<file path="config.mk">
export PLATFORM = sky130hd
export DESIGN_NAME = nt_sram
export DESIGN_NICKNAME = d
export VERILOG_FILES = /design/src/rtl/nt_sram.sv
export SDC_FILE = /design/constraint.sdc
export NUM_CORES = 2
export LEC_CHECK = 0
export BUFFER_PORTS_ARGS = -buffer_cell sky130_fd_sc_hd__buf_2
export CAP_MARGIN = 25
export CORE_MARGIN = 4
export CORE_UTILIZATION = 37
export CTS_CLUSTER_DIAMETER = 120
export CTS_CLUSTER_SIZE = 28
export DETAILED_ROUTE_END_ITERATION = 10
export PLACE_DENSITY = 0.47
export SLEW_MARGIN = 40
export SYNTH_ARGS = -nofsm -noshare
export SYNTH_HDL_FRONTEND = slang
export SYNTH_SLANG_ARGS = --single-unit
</file>
<file path="constraint.sdc">
create_clock -name clk -period 9.6 [get_ports clk]
set_clock_uncertainty 0.2 [all_clocks]
set_input_delay 0.48 -clock clk [delete_from_list [all_inputs] [get_ports clk]]
set_output_delay 0.48 -clock clk [all_outputs]
set_load 0.05 [all_outputs]
</file>
<file path="src/rtl/nt_sram.sv">
module nt_sram #(
  parameter int ADDR_W = 6,
  parameter int LANES  = 4,
  parameter int LANE_W = 9
)(
  input  logic                    clk,
  input  logic                    rst_n,
  input  logic                    clk_en,
  input  logic                    sel_a_n,
  input  logic                    sel_b,
  input  logic                    sel_c_n,
  input  logic                    wr,
  input  logic                    adv,
  input  logic [LANES-1:0]        lane_we,
  input  logic [ADDR_W-1:0]       addr,
  input  logic [LANES*LANE_W-1:0] wdata,
  input  logic                    burst_lin,
  input  logic                    oe_n,
  input  logic                    sleep,
  output logic [LANES*LANE_W-1:0] dout,
  output logic                    dout_en
);
  localparam int DATA_W = LANES * LANE_W;
  localparam int DEPTH  = 1 << ADDR_W;

  logic [DATA_W-1:0] mem [DEPTH];

  logic [ADDR_W-1:0] base;
  logic [1:0]        cnt;
  logic              act, opw;
  logic [LANES-1:0]  be1;

  logic [ADDR_W-1:0] a2, pa;
  logic              w2, pv;
  logic [LANES-1:0]  be2, pbe;
  logic [DATA_W-1:0] pd;

  logic [DATA_W-1:0] rd_q, fwd;
  logic              rd_v;

  logic              sel_ok;
  logic [1:0]        low;
  logic [ADDR_W-1:0] a1;

  assign sel_ok = !sel_a_n && sel_b && !sel_c_n;
  assign low    = burst_lin ? base[1:0] + cnt : base[1:0] ^ cnt;
  assign a1     = {base[ADDR_W-1:2], low};

  always_comb begin
    fwd = mem[a1];
    for (int l = 0; l < LANES; l++) begin
      if (pv && pa == a1 && pbe[l])
        fwd[l*LANE_W +: LANE_W] = pd[l*LANE_W +: LANE_W];
      if (w2 && a2 == a1 && be2[l])
        fwd[l*LANE_W +: LANE_W] = wdata[l*LANE_W +: LANE_W];
    end
  end

  always_ff @(posedge clk or negedge rst_n) begin
    if (!rst_n) begin
      base <= '0;
      cnt  <= '0;
      act  <= 1'b0;
      opw  <= 1'b0;
      be1  <= '0;
      a2   <= '0;
      w2   <= 1'b0;
      be2  <= '0;
      pa   <= '0;
      pv   <= 1'b0;
      pbe  <= '0;
      pd   <= '0;
      rd_q <= '0;
      rd_v <= 1'b0;
    end else if (clk_en) begin
      if (sleep) begin
        act <= 1'b0;
      end else if (!adv) begin
        base <= addr;
        cnt  <= 2'd0;
        act  <= sel_ok;
        opw  <= wr;
      end else if (act) begin
        cnt <= cnt + 2'd1;
      end
      be1  <= lane_we;
      a2   <= a1;
      w2   <= act && opw;
      be2  <= be1;
      pa   <= a2;
      pv   <= w2;
      pbe  <= be2;
      pd   <= wdata;
      rd_v <= act && !opw;
      if (act && !opw)
        rd_q <= fwd;
    end
  end

  always_ff @(posedge clk) begin
    if (clk_en && pv)
      for (int l = 0; l < LANES; l++)
        if (pbe[l])
          mem[pa][l*LANE_W +: LANE_W] <= pd[l*LANE_W +: LANE_W];
  end

  assign dout_en = rd_v && !oe_n && !sleep;
  assign dout    = dout_en ? rd_q : '0;


  stall_hold_chk: assert property (@(posedge clk) disable iff (!rst_n)
    !clk_en |=> $stable(rd_q) && $stable(cnt) && $stable(pv) && $stable(w2) && $stable(act));


  load_clears_cnt_chk: assert property (@(posedge clk) disable iff (!rst_n)
    clk_en && !adv && !sleep |=> cnt == 2'd0);


  adv_steps_cnt_chk: assert property (@(posedge clk) disable iff (!rst_n)
    clk_en && adv && act && !sleep |=> cnt == $past(cnt) + 2'd1);


  post_write_chk: assert property (@(posedge clk) disable iff (!rst_n)
    clk_en && w2 |=> pv);


  read_capture_chk: assert property (@(posedge clk) disable iff (!rst_n)
    clk_en && act && !opw |=> rd_v);


  sleep_ends_burst_chk: assert property (@(posedge clk) disable iff (!rst_n)
    clk_en && sleep |=> !act);
endmodule

</file>
# Word-level counts from Yosys, hierarchy flattened
# Memories as Yosys holds them, arrays and structs flattened.
# Index checks and enable logic that the tools add are counted.
dict set report op_classes {
  muxes 26
  addsub 2
  eq_ne 4
  bitwise_logic 3
  reduce_logical 26
}
# operator count
set op_table {}
lappend op_table {{$mux 9} 8}
lappend op_table {{$mux 36} 1}
lappend op_table {{$logic_and 1x1->1} 17}
lappend op_table {{$mux 1} 14}
lappend op_table {{$eq 6x6->1} 2}
lappend op_table {{$mux 2} 3}
lappend op_table {{$reduce_and 3->1} 2}
lappend op_table {{$logic_not 1->1} 5}
lappend op_table {{$ne 2x1->1 const B} 2}
lappend op_table {{$reduce_and 2->1} 2}
lappend op_table {{$add 2x1->2 const B} 1}
lappend op_table {{$add 2x2->2} 1}
lappend op_table {{$not 1->1} 2}
lappend op_table {{$xor 2x2->2} 1}
dict set report word_totals {
  memories 1
  in_bits 57
  word_cells 76
  ramBits 2304
  regBits 109
  out_inout_bits 37
}
# memory words word_bits read_ports rd_clocked_by_memory_dff wr line_no
set mem_list {}
lappend mem_list {mem 64 36 1 0 1 26} ;# logic [DATA_W-1:0] mem [DEPTH];

# Longest topological paths before layout
dict set report depth {
  ltp_word 7
  depth_mapped 15
  ltp_nobuf 9
}

# Least setup slack after synthesis
# No wires, ideal clock.
dict set report synth_path {
  kind {register to register}
  startpoint {register cnt[0]}
  endpoint {register rd_q[4]}
  stages_incl_launch_ff 12
  n_path_buf 5
  setup_ns 0.125
  synth_period_minus_slack_ns 3.242
  t_arrival_ns 2.918
  path_slack_ns 6.358
  path_cell_list {dfrtp_1 > ha_1 > clkbuf_1 > buf_2 > buf_1 > clkbuf_1 > clkbuf_1 > mux4_2 > a22oi_1 > nand3_1 > nor3_1 > nor3_2}
}
dict set report synth_via {
  elab_chain_cells 7
  elab_cells_between_ends 12
  cone_classes {add/sub: 1; eq/ne: 2; mux: 3; bitwise: 1; reduce/logical: 4; memory: 1}
}
# element line_no
set synth_rtl {}
lappend synth_rtl {{start: declaration} 29} ;# logic [1:0] cnt;
lappend synth_rtl {{start signal: assignment} 84} ;# cnt <= cnt + 2'd1;
lappend synth_rtl {{$add 2x2->2 / $xor 2x2->2 (equally long branches)} 46} ;# assign low = burst_lin ? base[1:0] + cnt : base[1:0] ^ cnt;
lappend synth_rtl {{$mux 2 *} 46}
lappend synth_rtl {{parallel branches: the longest is 4 deep, another holds $mem_v2 64x36} -}
lappend synth_rtl {{$mux 9 *} 54} ;# if (w2 && a2 == a1 && be2[l])
lappend synth_rtl {{end signal: assignment} 96} ;# rd_q <= fwd;
lappend synth_rtl {{end: declaration} 38} ;# logic [DATA_W-1:0] rd_q, fwd;
# Mark *: on every way between the ends.
# A chain may end at the register's enable or synchronous reset.

# Worst setup path in the final report
dict set report layout_path {
  startpoint {register cnt[0]}
  endpoint {register rd_q[28]}
}
# Same word-level chain as after synthesis.

==> flow_metrics.env <==
export IMPL_wl_per_cell_um=33.8
export IMPL_postLayoutCellArea_um2=105000
export IMPL_grt_usage_pct=23.8
export IMPL_postCtsHoldBufs=66
export IMPL_period_needed_ns=4.71
export IMPL_cts_sinks=2413
export IMPL_hold_path_class="in2reg"
export IMPL_rows=186
export IMPL_root_buffer="clkbuf_16"
export IMPL_use_met2_pct=38.2
export IMPL_syn_inst=6036
export IMPL_gp_congestion=0.830
export IMPL_yosys_top_cells_count="edfxtp_1, nand2_1, nor2_1"
export IMPL_cts_resized=0
export IMPL_hold_slack_ns=0.239
export IMPL_period_share_pct=49.1
export IMPL_rrSetupSlack_ns=4.89
export IMPL_grt_util_met3_pct=3.35
export IMPL_syn_to_final_growth_pct=8.92
export IMPL_p_leak_uw=0.0329
export IMPL_p_comb_share_pct=28.1
export IMPL_cts_setup_buffers=0
export IMPL_worstPathCellList="ha_4, buf_12, or2_4, buf_4, o22ai_1, o41ai_1, nand4_1, and3_1"
export IMPL_synth_top_area_share_pct=72.0
export IMPL_dp_slack_ns=4.80
export IMPL_clk_pin_slew_ns=0.12
export IMPL_slew_headroom_pct=33.5
export IMPL_grt_pass1_wl_mm=444
export IMPL_tightestPinTransition_ns=0.995
export IMPL_insertion_delay_ns=0.81
export IMPL_crit_slowest_cell="ha_4"
export IMPL_cp_end_kind="flop"
export IMPL_seqPwrFrac_pct=49.9
export IMPL_synth_area_leaders="edfxtp_1, mux4_2, nand2_1, dfrtp_1, mux2i_1"
export IMPL_finalSetupViolations=0
export IMPL_grt_overflow=0
export IMPL_swShare_pct=34.0
export IMPL_synth_nets=6094
export IMPL_start_util_pct=37.3
export IMPL_cp_required_ns=10.11
export IMPL_antenna_found_initial=16
export IMPL_yosysMostFrequentCell="edfxtp_1"
export IMPL_cp_buffers_inverters=2
export IMPL_slew_violations=0
export IMPL_arrival_ns=5.23
export IMPL_synth_cell_area_um2=96000
export IMPL_cts_htree_levels=3
export IMPL_hpwl_mm=197
export IMPL_use_met1_pct=32.8
export IMPL_slowest_delay_ns=0.76
export IMPL_synth_edf_count=2304
export IMPL_grt_max_degree=130
export IMPL_ys_ff_latch=2413
export IMPL_p_clk_share_pct=22.0
export IMPL_grt_busiest_layer="met2"
export IMPL_dr_pass1_iters=6
export IMPL_synth_ff_type="edfxtp_1"
export IMPL_synth_top_cell_by_area="edfxtp_1"
export IMPL_p_int_uw=15900
export IMPL_cp_top_family="buffers and inverters"
export IMPL_fin_nets=6155
export IMPL_synth_distinct_cells=79
export IMPL_routed_wl_mm=323
export IMPL_cts_buffer_depth=3
export IMPL_placed_area_um2=101000
export IMPL_start_kind="flop"
export IMPL_cap_viol_max_count=0
export IMPL_drtIter0Drc=5998
export IMPL_crit_fanout=89
export IMPL_drt_vias_per_instance=5.75
export IMPL_cts_made_buffers=96
export IMPL_crit_type="reg2reg"
export IMPL_hold_viol=0
export IMPL_rsz0062_at_grt="false"
export IMPL_die_area_um2=268000
export IMPL_drive_above_1_share_pct=16.9
export IMPL_setup_slack_ns=4.89
export IMPL_num_vias=55000
export IMPL_syn_avg_cell_area_um2=15.9
export IMPL_vdd_ir_drop_max_v=0.000210
export IMPL_drt_antenna_violating_nets=0
export IMPL_core_area_um2=258000
export IMPL_drcViolationCount=0
export IMPL_ys_async_sr_fraction_pct=4.52
export IMPL_yosys_warnings=0
export IMPL_port_buffers=93
export IMPL_outcome="complete, no violations"
export IMPL_power_density_nw_per_um2=231
export IMPL_p_sw_uw=8220
export IMPL_tns_ns=0
export IMPL_fmax_ghz=0.212
export IMPL_finalPower_uw=24100
export IMPL_grt_pass1_vias=53000
export IMPL_die_y_um=517
export IMPL_cts_tree="yes"
export IMPL_ys_seq_area_share_pct=74.9
export IMPL_io_pins=94
export IMPL_die_w_um=517
-- per-layer routing --
layer  up-vias  part of all wire, %
li1      23200                    -
met1     29500                   42
met2      1958                   47
met3       389                  6.1
met4         2                  4.3
met5         -                0.045
-- cell type report --
type                            count  area [um2]
Fill cell                       23500      153000
Sequential cell                  2413       72000
Multi-Input combinational cell   3237       22800
Tap cell                         3384        4230
Clock buffer                      169        2780
Timing Repair Buffer              340        2690
Clock inverter                      4        45.0
Inverter                            9        33.8
Antenna cell                       11        27.5
-- per-stage QoR --
stage | util, % | instances
finish | 40.6 | 9567
global route | 40.6 | 9563
CTS | 40.6 | 9554
detailed placement | 39.2 | 9315
global placement | 38.9 | 9313
floorplan | - | 6036
-- cells in the final DEF, fill, tap and decap left out, types with 69 or more instances in the layout --
master / instances
dfrtp_1: 69
buf_4: 164
a31oi_1: 118
buf_2: 91
nand3_1: 251
edfxtp_1: 2304
nor2_2: 229
nor2_1: 185
mux2i_1: 253
a21oi_1: 206
clkbuf_16: 101
nand2_1: 1006
mux4_2: 246
mux2_2: 78
-- cell families after synthesis --
| logic type | synth area share [%] |
|---|---|
| fa+ha+maj | 0.0130 |
| simple gates | 8.66 |
| flops | 74.9 |
| mux | 9.40 |
| buf+inv | 2.23 |
| compound gates | 4.57 |
| xor+xnor | 0.229 |
-- registers in the layout, indices dropped and copies added, names as in the netlist --
register	flops
a2	6
act	1
base	6
be1	4
be2	4
cnt	2
mem	2304
opw	1
pa	6
pbe	4
pd	36
pv	1
rd_q	36
rd_v	1
w2	1
-- power groups by stage --
stage	logic (uW)	clock network, uW	registers, uW
finish	6790	5300	12100
global route	7170	5740	12100
CTS	6800	5380	12000
detailed placement	6760	0	12300
global placement	6720	0	12300
floorplan	4380	0	12200
-- worst register-to-register path: stages, from the launching register on --
cell     delay [ns]
dfrtp_1        0.46
ha_4           0.77
buf_12         0.58
or2_4          0.54
buf_4          0.59
o22ai_1        0.23
o41ai_1        0.74
nand4_1        0.27
and3_1         0.24
-- final timing paths --
check                              startpoint              endpoint  depth (start not counted)
min                                   addr[3]   base[3]$_DFFE_PN0P_                          3
min reg2reg                be1[3]$_DFFE_PN0P_    be2[3]$_DFFE_PN0P_                          1
min in group asynchronous               rst_n    be1[2]$_DFFE_PN0P_                          4
max in group asynchronous               rst_n    pd[11]$_DFFE_PN0P_                          5
max                        cnt[0]$_DFFE_PN0P_  rd_q[28]$_DFFE_PN0P_                          8
max reg2reg                cnt[0]$_DFFE_PN0P_  rd_q[28]$_DFFE_PN0P_                          8
No activity file was read; power rests on OpenSTA's default activity.
